File: src/rtl/stat_pack_pkg.sv
package stat_pack_pkg;

    localparam int KIND_A429 = 0;
    localparam int KIND_CAN  = 1;
    localparam int KIND_UART = 2;

    localparam logic [7:0] FS_ND  = 8'h00;
    localparam logic [7:0] FS_NO  = 8'h03;
    localparam logic [7:0] FS_FT  = 8'h0C;
    localparam logic [7:0] FS_NCD = 8'h30;

    typedef enum logic [1:0] {
        TS_COLLECT,
        TS_FIRE,
        TS_DRAIN
    } trig_state_e;

    function automatic int in_width(input int kind, input int uart_ds);
        case (kind)
            KIND_A429: return 32;
            KIND_CAN:  return 69;
            default:   return 8 + uart_ds;
        endcase
    endfunction

    function automatic int ds_width(input int kind, input int uart_ds);
        case (kind)
            KIND_A429: return 32;
            KIND_CAN:  return 64;
            default:   return uart_ds;
        endcase
    endfunction

endpackage

File: src/rtl/stat_pack_map.sv
module stat_pack_map
    import stat_pack_pkg::*;
#(
    parameter  int KIND      = KIND_UART,
    parameter  int UART_DS_W = 64,
    localparam int IN_W      = in_width(KIND, UART_DS_W),
    localparam int DS_W      = ds_width(KIND, UART_DS_W),
    localparam int ENTRY_W   = 8 + DS_W
) (
    input  logic [IN_W-1:0]    word,
    output logic               keep,
    output logic [ENTRY_W-1:0] entry
);

    logic [7:0]      fs;
    logic [DS_W-1:0] ds_raw;
    logic            form_ok;

    generate
        if (KIND == KIND_A429) begin : g_a429
            always_comb begin
                form_ok = ^word;
                ds_raw  = word;
                unique case (word[30:29])
                    2'b11:   fs = FS_NO;
                    2'b10:   fs = FS_FT;
                    2'b01:   fs = FS_NCD;
                    default: fs = FS_ND;
                endcase
            end
        end else if (KIND == KIND_CAN) begin : g_can
            logic       flag;
            logic [3:0] len;
            assign flag = word[68];
            assign len  = word[67:64];
            always_comb begin
                ds_raw  = word[63:0];
                form_ok = (len == 4'd8) || (len == 4'd0);
                if (len == 4'd8) begin
                    fs = flag ? FS_FT : FS_NO;
                end else begin
                    fs = flag ? FS_ND : FS_NCD;
                end
            end
        end else begin : g_uart
            logic [7:0] status;
            assign status = word[IN_W-1 -: 8];
            always_comb begin
                ds_raw = word[DS_W-1:0];
                fs     = status;
                unique case (status)
                    FS_NO, FS_FT, FS_NCD, FS_ND: form_ok = 1'b1;
                    default:                     form_ok = 1'b0;
                endcase
            end
        end
    endgenerate

    always_comb begin
        keep  = form_ok && (fs != FS_ND);
        entry = {fs, (fs == FS_NCD) ? {DS_W{1'b0}} : ds_raw};
    end

endmodule

File: src/rtl/stat_pack_fifo.sv
module stat_pack_fifo #(
    parameter  int W     = 72,
    parameter  int DEPTH = 64,
    localparam int AW    = (DEPTH > 1) ? $clog2(DEPTH) : 1,
    localparam int CW    = $clog2(DEPTH + 1)
) (
    input  logic          clk,
    input  logic          rst_n,
    input  logic          wr_en,
    input  logic [W-1:0]  wr_data,
    input  logic          rd_en,
    output logic [W-1:0]  rd_data,
    output logic [CW-1:0] count,
    output logic          empty
);

    localparam logic [AW-1:0] LAST = AW'(DEPTH - 1);

    logic [W-1:0]  mem [DEPTH];
    logic [AW-1:0] wptr;
    logic [AW-1:0] rptr;
    logic [CW-1:0] cnt;
    logic          wr_ok;
    logic          rd_ok;

    assign wr_ok   = wr_en && (cnt != CW'(DEPTH));
    assign rd_ok   = rd_en && (cnt != '0);
    assign rd_data = mem[rptr];
    assign count   = cnt;
    assign empty   = (cnt == '0);

    always_ff @(posedge clk) begin
        if (wr_ok) begin
            mem[wptr] <= wr_data;
        end
    end

    always_ff @(posedge clk) begin
        if (!rst_n) begin
            wptr <= '0;
            rptr <= '0;
            cnt  <= '0;
        end else begin
            if (wr_ok) begin
                wptr <= (wptr == LAST) ? '0 : wptr + 1'b1;
            end
            if (rd_ok) begin
                rptr <= (rptr == LAST) ? '0 : rptr + 1'b1;
            end
            unique case ({wr_ok, rd_ok})
                2'b10:   cnt <= cnt + 1'b1;
                2'b01:   cnt <= cnt - 1'b1;
                default: cnt <= cnt;
            endcase
        end
    end

endmodule

File: src/rtl/stat_pack_trig.sv
module stat_pack_trig
    import stat_pack_pkg::*;
#(
    parameter  int CW          = 7,
    parameter  int PER_W       = 9,
    parameter  int TICK_CYCLES = 50000,
    localparam int TW          = (TICK_CYCLES > 1) ? $clog2(TICK_CYCLES) : 1
) (
    input  logic             clk,
    input  logic             rst_n,
    input  logic [CW-1:0]    count,
    input  logic             periodic,
    input  logic [CW-1:0]    threshold,
    input  logic [PER_W-1:0] period,
    input  logic             drain_done,
    output logic             frame_start
);

    trig_state_e      state;
    trig_state_e      state_nx;
    logic [TW-1:0]    tick_cnt;
    logic [PER_W-1:0] ms_cnt;
    logic [PER_W:0]   ms_plus;
    logic             tick;
    logic             expire;
    logic             fire_cond;

    assign tick    = (tick_cnt == TW'(TICK_CYCLES - 1));
    assign ms_plus = {1'b0, ms_cnt} + {{PER_W{1'b0}}, 1'b1};
    assign expire  = tick && (ms_plus >= {1'b0, period});

    always_ff @(posedge clk) begin
        if (!rst_n || !periodic) begin
            tick_cnt <= '0;
            ms_cnt   <= '0;
        end else begin
            tick_cnt <= tick ? '0 : tick_cnt + 1'b1;
            if (expire) begin
                ms_cnt <= '0;
            end else if (tick) begin
                ms_cnt <= ms_cnt + 1'b1;
            end
        end
    end

    always_comb begin
        if (count == '0) begin
            fire_cond = 1'b0;
        end else if (periodic) begin
            fire_cond = expire;
        end else begin
            fire_cond = (count >= threshold);
        end
    end

    always_comb begin
        state_nx = state;
        unique case (state)
            TS_COLLECT: if (fire_cond)  state_nx = TS_FIRE;
            TS_FIRE:                    state_nx = TS_DRAIN;
            TS_DRAIN:   if (drain_done) state_nx = TS_COLLECT;
            default:                    state_nx = TS_COLLECT;
        endcase
    end

    always_ff @(posedge clk) begin
        if (!rst_n) begin
            state <= TS_COLLECT;
        end else begin
            state <= state_nx;
        end
    end

    always_comb begin
        frame_start = (state == TS_FIRE);
    end

endmodule

File: src/rtl/stat_pack_chan.sv
module stat_pack_chan
    import stat_pack_pkg::*;
#(
    parameter  int KIND        = KIND_UART,
    parameter  int UART_DS_W   = 64,
    parameter  int DEPTH       = 64,
    parameter  int PER_W       = 9,
    parameter  int TICK_CYCLES = 50000,
    localparam int IN_W        = in_width(KIND, UART_DS_W),
    localparam int DS_W        = ds_width(KIND, UART_DS_W),
    localparam int ENTRY_W     = 8 + DS_W,
    localparam int CW          = $clog2(DEPTH + 1)
) (
    input  logic               clk,
    input  logic               rst_n,
    input  logic               in_valid,
    input  logic [IN_W-1:0]    in_word,
    input  logic               cfg_periodic,
    input  logic [CW-1:0]      cfg_threshold,
    input  logic [PER_W-1:0]   cfg_period_ms,
    input  logic               rd_en,
    input  logic               drain_done,
    output logic [ENTRY_W-1:0] rd_entry,
    output logic [CW-1:0]      fifo_count,
    output logic               fifo_empty,
    output logic               frame_start
);

    logic               map_keep;
    logic [ENTRY_W-1:0] map_entry;

    stat_pack_map #(
        .KIND      (KIND),
        .UART_DS_W (UART_DS_W)
    ) u_map (
        .word  (in_word),
        .keep  (map_keep),
        .entry (map_entry)
    );

    stat_pack_fifo #(
        .W     (ENTRY_W),
        .DEPTH (DEPTH)
    ) u_fifo (
        .clk     (clk),
        .rst_n   (rst_n),
        .wr_en   (in_valid && map_keep),
        .wr_data (map_entry),
        .rd_en   (rd_en),
        .rd_data (rd_entry),
        .count   (fifo_count),
        .empty   (fifo_empty)
    );

    stat_pack_trig #(
        .CW          (CW),
        .PER_W       (PER_W),
        .TICK_CYCLES (TICK_CYCLES)
    ) u_trig (
        .clk         (clk),
        .rst_n       (rst_n),
        .count       (fifo_count),
        .periodic    (cfg_periodic),
        .threshold   (cfg_threshold),
        .period      (cfg_period_ms),
        .drain_done  (drain_done),
        .frame_start (frame_start)
    );

endmodule

File: config.mk
export PLATFORM = sky130hd
export DESIGN_NAME = stat_pack_chan
export DESIGN_NICKNAME = d
export VERILOG_FILES = /design/src/rtl/stat_pack_pkg.sv /design/src/rtl/stat_pack_map.sv /design/src/rtl/stat_pack_fifo.sv /design/src/rtl/stat_pack_trig.sv /design/src/rtl/stat_pack_chan.sv
export SDC_FILE = /design/constraint.sdc
export NUM_CORES = 2
export LEC_CHECK = 0
export ABC_AREA = 0
export BUFFER_PORTS_ARGS = -buffer_cell sky130_fd_sc_hd__buf_2
export CORE_ASPECT_RATIO = 0.5
export CORE_MARGIN = 3
export CORE_UTILIZATION = 31
export CTS_CLUSTER_DIAMETER = 150
export DETAILED_ROUTE_END_ITERATION = 10
export RECOVER_POWER = 100
export SLEW_MARGIN = 30
export SYNTH_ARGS = -nofsm -noshare
export SYNTH_HDL_FRONTEND = slang
export SYNTH_MEMORY_MAX_BITS = 65536
export SYNTH_SLANG_ARGS = --single-unit
File: constraint.sdc
create_clock -name clk -period 12.6 [get_ports clk]
set_clock_uncertainty 0.15 [all_clocks]
set_input_delay 1.89 -clock clk [delete_from_list [all_inputs] [get_ports clk]]
set_output_delay 1.89 -clock clk [all_outputs]
set_load 0.1 [all_outputs]
==> results.json <==
{
  "critPathArrivalTime_ns": 8.27,
  "pwr-share-clk_pct": 43.0,
  "dieArea_sq_mm": 0.583,
  "clk_transition_reported_paths_ns": 0.06,
  "synthCells": 7742,
  "r2r_cells": 7,
  "routed_via_density": 5.28,
  "drc": 0,
  "grt_pass1_wl_um": 676000,
  "synth_edf_count": 4608,
  "nNetsFinal": 8332,
  "placementRows": 195,
  "synthDistinctLibCells": 68,
  "p_sw_w": 0.00609,
  "path_class": "reg2out",
  "antenna_found_initial": 20,
  "clkLatencyLatePin_ns": 0.98,
  "final_common_cell": "edfxtp_1",
  "r2r_end": "u_fifo.mem[36][22]",
  "post-route-worst-setup-slack_ns": 2.29,
  "final_cell_mix": "4608 x edfxtp_1, 1123 x mux4_2, 456 x clkbuf_16, 284 x clkbuf_1, 194 x a21oi_1",
  "fin_crit_ns": 10.31,
  "cap_violations": 178,
  "grt-ovfl-total": 0,
  "combPwrFrac_pct": 1.5,
  "cts_buffers": 445,
  "maxSlewHeadroom_pct": -184,
  "root_buffer": "clkbuf_16",
  "postCtsSetupRepairBufs": 0,
  "rsz0062_at_grt": "no",
  "cp.required_ns": 10.56,
  "r2r-start": "u_fifo.count[1]",
  "fp.dieW_um": 1080,
  "tightestPinTransition_ns": 4.26,
  "cts_sinks": 4660,
  "r2r_slack_ns": 5.66,
  "p_int_w": 0.0247,
  "ys_seq_area_share_pct": 78.5,
  "grt_start_max_net_pins": 135,
  "hpwl_um": 276000,
  "leakage_nw": 59.4,
  "yosysWarnings": 0,
  "grt_use_total_pct": 16.0,
  "cp-start-kind": "register",
  "hold_class": "reg2reg",
  "switching_share_pct": 19.8,
  "fmax_mhz": 97.0,
  "fin_cells": 16167,
  "synth_nets": 7859,
  "cts.repair.resized": 0,
  "ios": 175,
  "syn_to_final_growth_pct": 13.9,
  "ys_ff_latch": 4660,
  "peakVddDrop_uv": 137,
  "synth.avg_cell_area_sq_um": 22.9,
  "p_seq_share_pct": 55.4,
  "pre_cts_slack_ns": 5.21,
  "critPathCaptureType": "output port",
  "drv_slew": 7849,
  "syn_area_sq_mm": 0.178,
  "drt_iter0_markers": 10564,
  "vias": 85283,
  "ctsLongestPathBuffers": 4,
  "coreArea_sq_mm": 0.568,
  "hold_viol": 0,
  "setup_viol": 0,
  "finalCritPeriodShare_pct": 81.8,
  "cts_hold_buffers": 0,
  "numPortBuffers": 174,
  "violations": "capacitance limit, slew limit",
  "gp_congestion": 0.799,
  "endpoint": "rd_entry[39]",
  "grt_pass1_vias": 85913,
  "crit_path_max_fanout": 103,
  "synthFlopType": "edfxtp_1",
  "pwr_density_cell_mw_per_mm2": 152,
  "cts_tree": "built",
  "ys_async_sr_fraction_pct": 0,
  "dp.cells": 15340,
  "ant_nets": 0,
  "wire_per_inst_um": 29.7,
  "routed_wl_um": 481000,
  "chipHeight_um": 541,
  "dr.pass1.iters": 6,
  "drive_above_1_share_pct": 24.9,
  "start_util_pct": 31.3,
  "fin_tns_setup_ns": 0,
  "htreeDepth": 5,
  "fill_cells": 51907,
  "outcome": "complete, but fails checks"
}
## Yosys cell counts (all sizes together) (13+ instances only)
library cell | number | area share (%)
nand2 | 66 | 0.14
clkbuf | 178 | 0.38
o211a | 13 | 0.073
xnor2 | 23 | 0.11
dfxtp | 52 | 0.59
and2 | 73 | 0.26
inv | 27 | 0.057
o22ai | 98 | 0.35
a21oi | 194 | 0.55
nand2b | 14 | 0.049
a22oi | 44 | 0.19
ha | 23 | 0.16
nor3 | 24 | 0.068
a211oi | 19 | 0.083
edfxtp | 4608 | 78
mux4 | 1123 | 14
mux2i | 174 | 0.98
a22o | 96 | 0.47
a221oi | 140 | 0.69
o221ai | 96 | 0.47
nor2 | 187 | 0.40
nor2b | 23 | 0.081
nand3 | 23 | 0.070
xor2 | 17 | 0.084
buf | 265 | 1.0
o21ai | 44 | 0.13
## worst min path at each step
stage | startpoint | slack [ns] | depth (start not counted) | to
6_report | u_trig.tick_cnt[0] | 0.32 | 1 | u_trig.tick_cnt[0]
2_1_floorplan | u_trig.tick_cnt[0] | 0.28 | 1 | u_trig.tick_cnt[0]
5_1_grt | u_trig.tick_cnt[0] | 0.36 | 1 | u_trig.tick_cnt[0]
3_3_place_gp | u_trig.tick_cnt[0] | 0.29 | 1 | u_trig.tick_cnt[0]
3_5_place_dp | u_trig.tick_cnt[0] | 0.32 | 1 | u_trig.tick_cnt[0]
4_1_cts | u_trig.tick_cnt[0] | 0.33 | 1 | u_trig.tick_cnt[0]
## registers in the layout (all words and copies together), names as in the netlist, named ones only
signal           cells
u_fifo.rptr          6
u_fifo.mem        4608
u_fifo.wptr          6
u_fifo.count         7
u_trig.ms_cnt        9
u_trig.state         2
u_trig.tick_cnt     16
## routing by layer
layer	routed length, um	GRT usage, %	vias to the layer above	share of wire [%]
met2	243000	27.5	3678	50
met5	50	0	-	0.010
li1	-	-	34230	-
met4	19200	5.72	8	4.0
met3	31300	1.91	705	6.5
met1	188000	20.9	46662	39
## power by group through the flow
| stage | Combinational (W) | Sequential, W | Clock, W |
|---|---|---|---|
| after floorplan | 0.000236 | 0.0174 | 0 |
| after global placement | 0.000465 | 0.0174 | 0 |
| after detailed placement | 0.000486 | 0.0174 | 0 |
| after CTS | 0.000485 | 0.0170 | 0.0134 |
| after global routing | 0.000495 | 0.0171 | 0.0140 |
| final | 0.000464 | 0.0171 | 0.0133 |
## critical path, stage by stage (launching register included)
cell and delay [ns]:
dfxtp_4 0.55, buf_4 0.48, buf_4 0.78, nor2b_1 2.21, buf_12 0.42, a21oi_1 0.38
a221oi_1 0.58, clkbuf_1 1.30
## per-stage QoR
| stage | total power (W) | hold WS (ns) | utilization (%) | area, sq um |
|---|---|---|---|---|
| after floorplan | 0.0176 | 0.280 | - | 178000 |
| after global placement | 0.0178 | 0.290 | 33.2 | 188000 |
| after detailed placement | 0.0178 | 0.317 | 33.3 | 189000 |
| after CTS | 0.0310 | 0.330 | 35.8 | 203000 |
| after global routing | 0.0316 | 0.358 | 35.6 | 202000 |
| final | 0.0308 | 0.322 | 35.6 | 202000 |
## area by class of cell
cell class | count | area (sq um) | share of cell area [%]
Clock inverter | 260 | 2490 | 1.23
Inverter | 27 | 101 | 0.0501
Clock buffer | 551 | 11800 | 5.83
Timing Repair Buffer | 469 | 2910 | 1.44
Multi-Input combinational cell | 2612 | 36000 | 17.8
Sequential cell | 4660 | 139000 | 68.9
Antenna cell | 4 | 10.0 | 0.00495
Tap cell | 7584 | 9490 | 4.69
## cells by family (layout without fill, tap and decap cells)
group / count (synthesis) / count (layout) / synth area share, %
flip-flops: 4660 / 4660 / 78.5
multiplexers: 1297 / 1297 / 15.2
AO/OA/AOI/OAI: 784 / 784 / 3.18
buffers and inverters: 470 / 1307 / 1.44
AND/OR/NAND/NOR: 468 / 468 / 1.31
XOR/XNOR: 40 / 40 / 0.197
adder cells (fa/ha/maj): 23 / 23 / 0.162
other: 0 / 4 / 0
Power figures use the tool's default switching activity.
